### src/rtl/ssp_pkg.sv
package ssp_pkg;
  // Length of the high phase of the shift clock, in system cycles.
  localparam int unsigned HIGH_CYC = 2;

  typedef enum logic {
    XFER_TX = 1'b0,
    XFER_RX = 1'b1
  } xfer_dir_e;
endpackage

### src/rtl/ssp_rate.sv
// Decodes the rate word: clock source enable and the clamped low-phase length.
module ssp_rate #(
  parameter int unsigned BAUD_W = 16,
  parameter int unsigned TX_MIN = 1,
  parameter int unsigned RX_MIN = 2
) (
  input  logic [BAUD_W-1:0] baud_cfg,
  input  logic              dir_rx,
  output logic              src_ok,
  output logic [BAUD_W-1:0] low_len
);
  localparam int unsigned DIV_W = BAUD_W - 1;

  logic [DIV_W-1:0] div_raw;
  logic [DIV_W-1:0] div_min;
  logic [DIV_W-1:0] div_eff;

  always_comb begin
    div_raw = baud_cfg[DIV_W-1:0];
    div_min = dir_rx ? DIV_W'(RX_MIN) : DIV_W'(TX_MIN);
    div_eff = (div_raw < div_min) ? div_min : div_raw;
    src_ok  = baud_cfg[BAUD_W-1];
    low_len = {div_eff, 1'b0};
  end
endmodule

### src/rtl/ssp_timer.sv
// Shift clock generator: low phase of low_len cycles, high phase of HIGH_CYC.
module ssp_timer
  import ssp_pkg::*;
#(
  parameter int unsigned CNT_W      = 16,
  parameter int unsigned FRAME_BITS = 8
) (
  input  logic             clk,
  input  logic             rst,
  input  logic             launch,
  input  logic [CNT_W-1:0] low_len,
  output logic             active,
  output logic             sclk,
  output logic             rise_now,
  output logic             fall_now,
  output logic             end_now
);
  localparam int unsigned BIT_W = $clog2(FRAME_BITS + 1);

  logic [CNT_W-1:0] cnt_q;
  logic [CNT_W-1:0] len_q;
  logic [BIT_W-1:0] bits_q;
  logic             phase_end;
  logic             last_bit;

  always_comb begin
    phase_end = active && (cnt_q == '0);
    last_bit  = (bits_q == BIT_W'(FRAME_BITS));
    rise_now  = phase_end && !sclk;
    fall_now  = phase_end && sclk && !last_bit;
    end_now   = phase_end && sclk && last_bit;
  end

  always_ff @(posedge clk) begin
    if (rst) begin
      active <= 1'b0;
      sclk   <= 1'b1;
      cnt_q  <= '0;
      len_q  <= '0;
      bits_q <= '0;
    end else if (launch) begin
      active <= 1'b1;
      sclk   <= 1'b0;
      cnt_q  <= low_len - CNT_W'(1);
      len_q  <= low_len;
      bits_q <= '0;
    end else if (rise_now) begin
      sclk   <= 1'b1;
      cnt_q  <= CNT_W'(HIGH_CYC - 1);
      bits_q <= bits_q + BIT_W'(1);
    end else if (fall_now) begin
      sclk   <= 1'b0;
      cnt_q  <= len_q - CNT_W'(1);
    end else if (end_now) begin
      active <= 1'b0;
    end else if (active) begin
      cnt_q  <= cnt_q - CNT_W'(1);
    end
  end
endmodule

### src/rtl/ssp_shift.sv
// Data path: transmit shifter with output enable, receive capture register.
module ssp_shift
  import ssp_pkg::*;
#(
  parameter int unsigned FRAME_BITS = 8
) (
  input  logic                  clk,
  input  logic                  rst,
  input  logic                  launch,
  input  logic                  dir_rx,
  input  logic [FRAME_BITS-1:0] tx_byte,
  input  logic                  sd_in,
  input  logic                  rise_now,
  input  logic                  fall_now,
  input  logic                  end_now,
  output logic                  sd_out,
  output logic                  sd_oe,
  output logic                  done,
  output logic [FRAME_BITS-1:0] rx_byte
);
  logic [FRAME_BITS-1:0] sh_q;
  xfer_dir_e             dir_q;

  always_ff @(posedge clk) begin
    if (rst) begin
      sh_q    <= '0;
      dir_q   <= XFER_TX;
      sd_out  <= 1'b0;
      sd_oe   <= 1'b0;
      done    <= 1'b0;
      rx_byte <= '0;
    end else begin
      done <= 1'b0;
      if (launch) begin
        dir_q  <= dir_rx ? XFER_RX : XFER_TX;
        sh_q   <= tx_byte;
        sd_out <= tx_byte[0];
        sd_oe  <= !dir_rx;
      end else if (rise_now && dir_q == XFER_RX) begin
        sh_q <= {sd_in, sh_q[FRAME_BITS-1:1]};
      end else if (fall_now && dir_q == XFER_TX) begin
        sh_q   <= {1'b0, sh_q[FRAME_BITS-1:1]};
        sd_out <= sh_q[1];
      end else if (end_now) begin
        sd_oe <= 1'b0;
        done  <= 1'b1;
        if (dir_q == XFER_RX) begin
          rx_byte <= sh_q;
        end
      end
    end
  end
endmodule

### src/rtl/ssp_sync_port.sv
module ssp_sync_port #(
  parameter int unsigned FRAME_BITS = 8,
  parameter int unsigned BAUD_W     = 16,
  parameter int unsigned TX_MIN_DIV = 1,
  parameter int unsigned RX_MIN_DIV = 2
) (
  input  logic                  clk,
  input  logic                  rst,
  input  logic                  start,
  input  logic                  dir_rx,
  input  logic [BAUD_W-1:0]     baud_cfg,
  input  logic [FRAME_BITS-1:0] tx_byte,
  input  logic                  sd_in,
  output logic                  sclk,
  output logic                  sd_out,
  output logic                  sd_oe,
  output logic                  busy,
  output logic                  done,
  output logic [FRAME_BITS-1:0] rx_byte
);
  logic              src_ok;
  logic [BAUD_W-1:0] low_len;
  logic              launch;
  logic              rise_now;
  logic              fall_now;
  logic              end_now;

  assign launch = start && !busy && src_ok;

  ssp_rate #(
    .BAUD_W (BAUD_W),
    .TX_MIN (TX_MIN_DIV),
    .RX_MIN (RX_MIN_DIV)
  ) i_rate (
    .baud_cfg (baud_cfg),
    .dir_rx   (dir_rx),
    .src_ok   (src_ok),
    .low_len  (low_len)
  );

  ssp_timer #(
    .CNT_W      (BAUD_W),
    .FRAME_BITS (FRAME_BITS)
  ) i_timer (
    .clk      (clk),
    .rst      (rst),
    .launch   (launch),
    .low_len  (low_len),
    .active   (busy),
    .sclk     (sclk),
    .rise_now (rise_now),
    .fall_now (fall_now),
    .end_now  (end_now)
  );

  ssp_shift #(
    .FRAME_BITS (FRAME_BITS)
  ) i_shift (
    .clk      (clk),
    .rst      (rst),
    .launch   (launch),
    .dir_rx   (dir_rx),
    .tx_byte  (tx_byte),
    .sd_in    (sd_in),
    .rise_now (rise_now),
    .fall_now (fall_now),
    .end_now  (end_now),
    .sd_out   (sd_out),
    .sd_oe    (sd_oe),
    .done     (done),
    .rx_byte  (rx_byte)
  );
endmodule

### config.mk
export PLATFORM = sky130hd
export DESIGN_NAME = ssp_sync_port
export DESIGN_NICKNAME = d
export VERILOG_FILES = /design/src/rtl/ssp_pkg.sv /design/src/rtl/ssp_rate.sv /design/src/rtl/ssp_timer.sv /design/src/rtl/ssp_shift.sv /design/src/rtl/ssp_sync_port.sv
export SDC_FILE = /design/constraint.sdc
export NUM_CORES = 1
export LEC_CHECK = 0
export ABC_AREA = 1
export BUFFER_PORTS_ARGS = -buffer_cell sky130_fd_sc_hd__buf_4
export CORE_MARGIN = 8
export CORE_UTILIZATION = 55
export DETAILED_ROUTE_END_ITERATION = 6
export GPL_TIMING_DRIVEN = 0
export PLACE_DENSITY = 0.77
export SLEW_MARGIN = 10
export SYNTH_ARGS = -nofsm -noshare
export SYNTH_HDL_FRONTEND = slang
export SYNTH_SLANG_ARGS = --single-unit
### constraint.sdc
create_clock -name clk -period 2.7 [get_ports clk]
set_clock_uncertainty 0.05 [all_clocks]
set_input_delay 0.405 -clock clk [delete_from_list [all_inputs] [get_ports clk]]
set_output_delay 0.405 -clock clk [all_outputs]
set_load 0.005 [all_outputs]
==> reports/metrics.cfg <==
[synthesis]
synth_edf_count = 0
synth-seq-cells = 57
syn_area_sq_mm = 0.00350
synth_top_family_by_area = simple AND/OR/NAND/NOR gates
synthTopCellsByCount = 74 x nand2_1, 72 x inv_1, 63 x nor2_1, 59 x nand3_1, 57 x dfxtp_1
postSynthAreaPerCell_sq_um = 6.78
synthFlopType = dfxtp_1
yosysTopAreaCellShare_pct = 32.6
synthSimpleGateAreaFrac_pct = 31.2
synth_cells = 516
synthArstFlopShare_pct = 0
synth_area_leader_cell = dfxtp_1
synth_compound_area_share_pct = 14.9
synth-adder-area-share_pct = 2.15
ys_warn_count = 0
yosysSeqAreaShare_pct = 32.6
ys_types = 34
yosysMostFrequentCell = nand2_1
synthTopCellsByArea = dfxtp_1 33%, nand3_1 8.4%, nand2_1 7.9%
synth_xor_xnor_area_share_pct = 7.01
synthMuxAreaShare_pct = 2.00
synthesis.nets = 551

[placed_design]
place_area_sq_mm = 0.00390
port_buffers = 41
routabilityCongestion = 0.893
hpwl_mm = 7.36
dp_cells = 634

[timing]
hold_viol_final = 0
maxSlewViolCount = 0
slew_headroom_pct = 58.2
setup_viol = 0
worst_pin_slew_ns = 0.627
fin_setup_tns_ns = 0
finalCriticalPeriod_ns = 2.46
rsz0062_at_grt = no
period_share_pct = 91.3
max_freq_mhz = 406

[grt]
grt_max_degree = 11
antenna_found_initial = 0
grt_pass1_wl_mm = 15.5
grt_pass1_vias = 3267
grt_usage_pct = 21.7
grt_overflow = 0

[die]
die_w_um = 95.8
rows = 29
die-height_um = 95.8
dieArea_sq_mm = 0.00917
start_util_pct = 56.1
core_area_sq_mm = 0.00624
io_pins = 42

[power]
ir_worst_vdd_uv = 423
power.switching_mw = 0.767
p_int_mw = 1.54
seq_power_share_pct = 41.2
total_leakage_power_nw = 1.88
swShare_pct = 33.2
p_per_area_mw_per_mm2 = 561
p_total_mw = 2.31
p_clk_share_pct = 33.1
p_comb_share_pct = 25.7

[routing]
wirelength_mm = 9.46
num_vias = 3495
vias_per_cell = 5.39
final_antenna_net_count = 0
drc = 0
first_iter_violations = 309
routedWlPerCell_um = 14.6
first_pass_iters = 5

[setup_path]
reg2reg_from = i_timer.cnt_q[0]
crit_path_end_kind = register
criticalPathCategory = input pin to register
startpoint = dir_rx
cp_max_fo = 5
crit_arrival_ns = 2.65
cp-start-kind = input pin
worstPathRequired_ns = 2.89

[cells_and_area]
layout-area-overhead-vs-synth_pct = 17.4
final_cells = 649
antenna_cells = 0
fin_nets = 603
drive_above_1_share_pct = 16.3
design_area_sq_mm = 0.00411
fillers = 581

[cts]
cts_buffers = 9
insertion_delay_ns = 0.34
cts_buffer_depth = 2
cts_max_level = 3
cts_setup_buffers = 0
cts_tree = yes
clk_pin_slew_worst_paths_ns = 0.06
clkSinkCount = 57
cts.hold.buffers_added = 0
root_buffer = clkbuf_8

[outcome]
outcome = complete, no violations

[flow_run]
drv_cap = 0

[worst_hold_path]
min_path_type = input pin to register
min_from = baud_cfg[6]

## power groups by stage
stage,clock network [mW],registers [mW],logic [mW]
floorplan,0,0.955,0.431
global placement,0,0.965,0.563
detailed placement,0,0.968,0.576
CTS,0.767,0.950,0.583
global route,0.804,0.959,0.664
finish,0.764,0.951,0.592
## registers in the layout, indices dropped and copies added, names as in the netlist
| name | flops |
|---|---|
| i_shift.dir_q | 1 |
| i_timer.bits_q | 4 |
| i_timer.cnt_q | 16 |
| i_shift.done | 1 |
| i_shift.sd_oe | 1 |
| i_shift.sd_out | 1 |
| i_shift.rx_byte | 8 |
| i_timer.active | 1 |
| i_timer.len_q | 15 |
| i_shift.sh_q | 8 |
| i_timer.sclk | 1 |
## cell families after synthesis
logic type,Yosys count
muxes,7
and+or+nand+nor,233
xor gates and xnor gates,28
adders and majority gates,6
buffers and inverters,88
DFF,57
AOI/OAI and AO/OA,97
## critical path: stages
cell and delay, ns:
buf_4 0.11, inv_1 0.06, ha_1 0.21, nor2_1 0.09, nand3_1 0.09, nor2_2 0.16, nand2_1 0.09, nand2_1 0.10
nand2_2 0.09, inv_2 0.07, ha_1 0.17, inv_1 0.07, nor2_4 0.13, nand3_2 0.10, nor2_2 0.20, nand2_1 0.09
o21ai_1 0.20, nand3_1 0.11, nand2_1 0.07, inv_1 0.03
## per-layer routing
layer	wire length, um	track usage, %
met5	0	0
met4	175	8.58
met3	644	4.21
met2	4400	34.0
met1	4240	28.7
## worst paths after layout
kind,to,slack (ns),depth (start not counted)
max,i_timer.cnt_q[13],0.24,20
min reg2reg,i_shift.rx_byte[0],0.40,2
min,i_timer.len_q[7],0.29,3
max reg2reg,i_timer.cnt_q[15],0.47,13
## layout by cell type, fill, tap and decap left out, drive strengths merged, types with 3 or more instances in the layout
master	netlist	final
dfxtp	57	57
buf	7	48
inv	73	73
nand2	79	79
nand4	5	5
nor3	11	11
o21ai	41	41
nand3	62	62
clkinv	1	4
o211ai	3	3
mux2i	7	7
o22ai	8	8
nor2	74	74
xor2	28	28
clkbuf	7	16
a21oi	42	42
ha	6	6
## repair_timing
| item | CTS | global route |
|---|---|---|
| resized for setup | 2 | 7 |
| gates cloned | 0 | 0 |
| endpoints found under the setup margin | 3 | 4 |
| pin swaps | 0 | 2 |
## through the flow
| stage | hold slack (ns) | utilization (%) | setup slack, ns |
|---|---|---|---|
| 4_1_cts | 0.277 | 65.6 | 0.0311 |
| 2_1_floorplan | 0.390 | - | 0.202 |
| 6_report | 0.291 | 65.9 | 0.235 |
| 3_5_place_dp | 0.390 | 62.6 | -0.476 |
| 5_1_grt | 0.287 | 65.9 | 0.0373 |
| 3_3_place_gp | 0.388 | 62.6 | -0.455 |
## cell type report
cell class / instances / area, sq um / area share [%]
buffer: 14 / 76.3 / 1.86
clock buffer: 9 / 124 / 3.01
clock inverter: 6 / 60.1 / 1.46
inverter: 74 / 280 / 6.82
multi-input combinational: 371 / 2020 / 49.3
sequential: 57 / 1140 / 27.8
tap: 77 / 96.3 / 2.34
timing repair buffer: 41 / 308 / 7.49
Power figures use the tool's default switching activity.
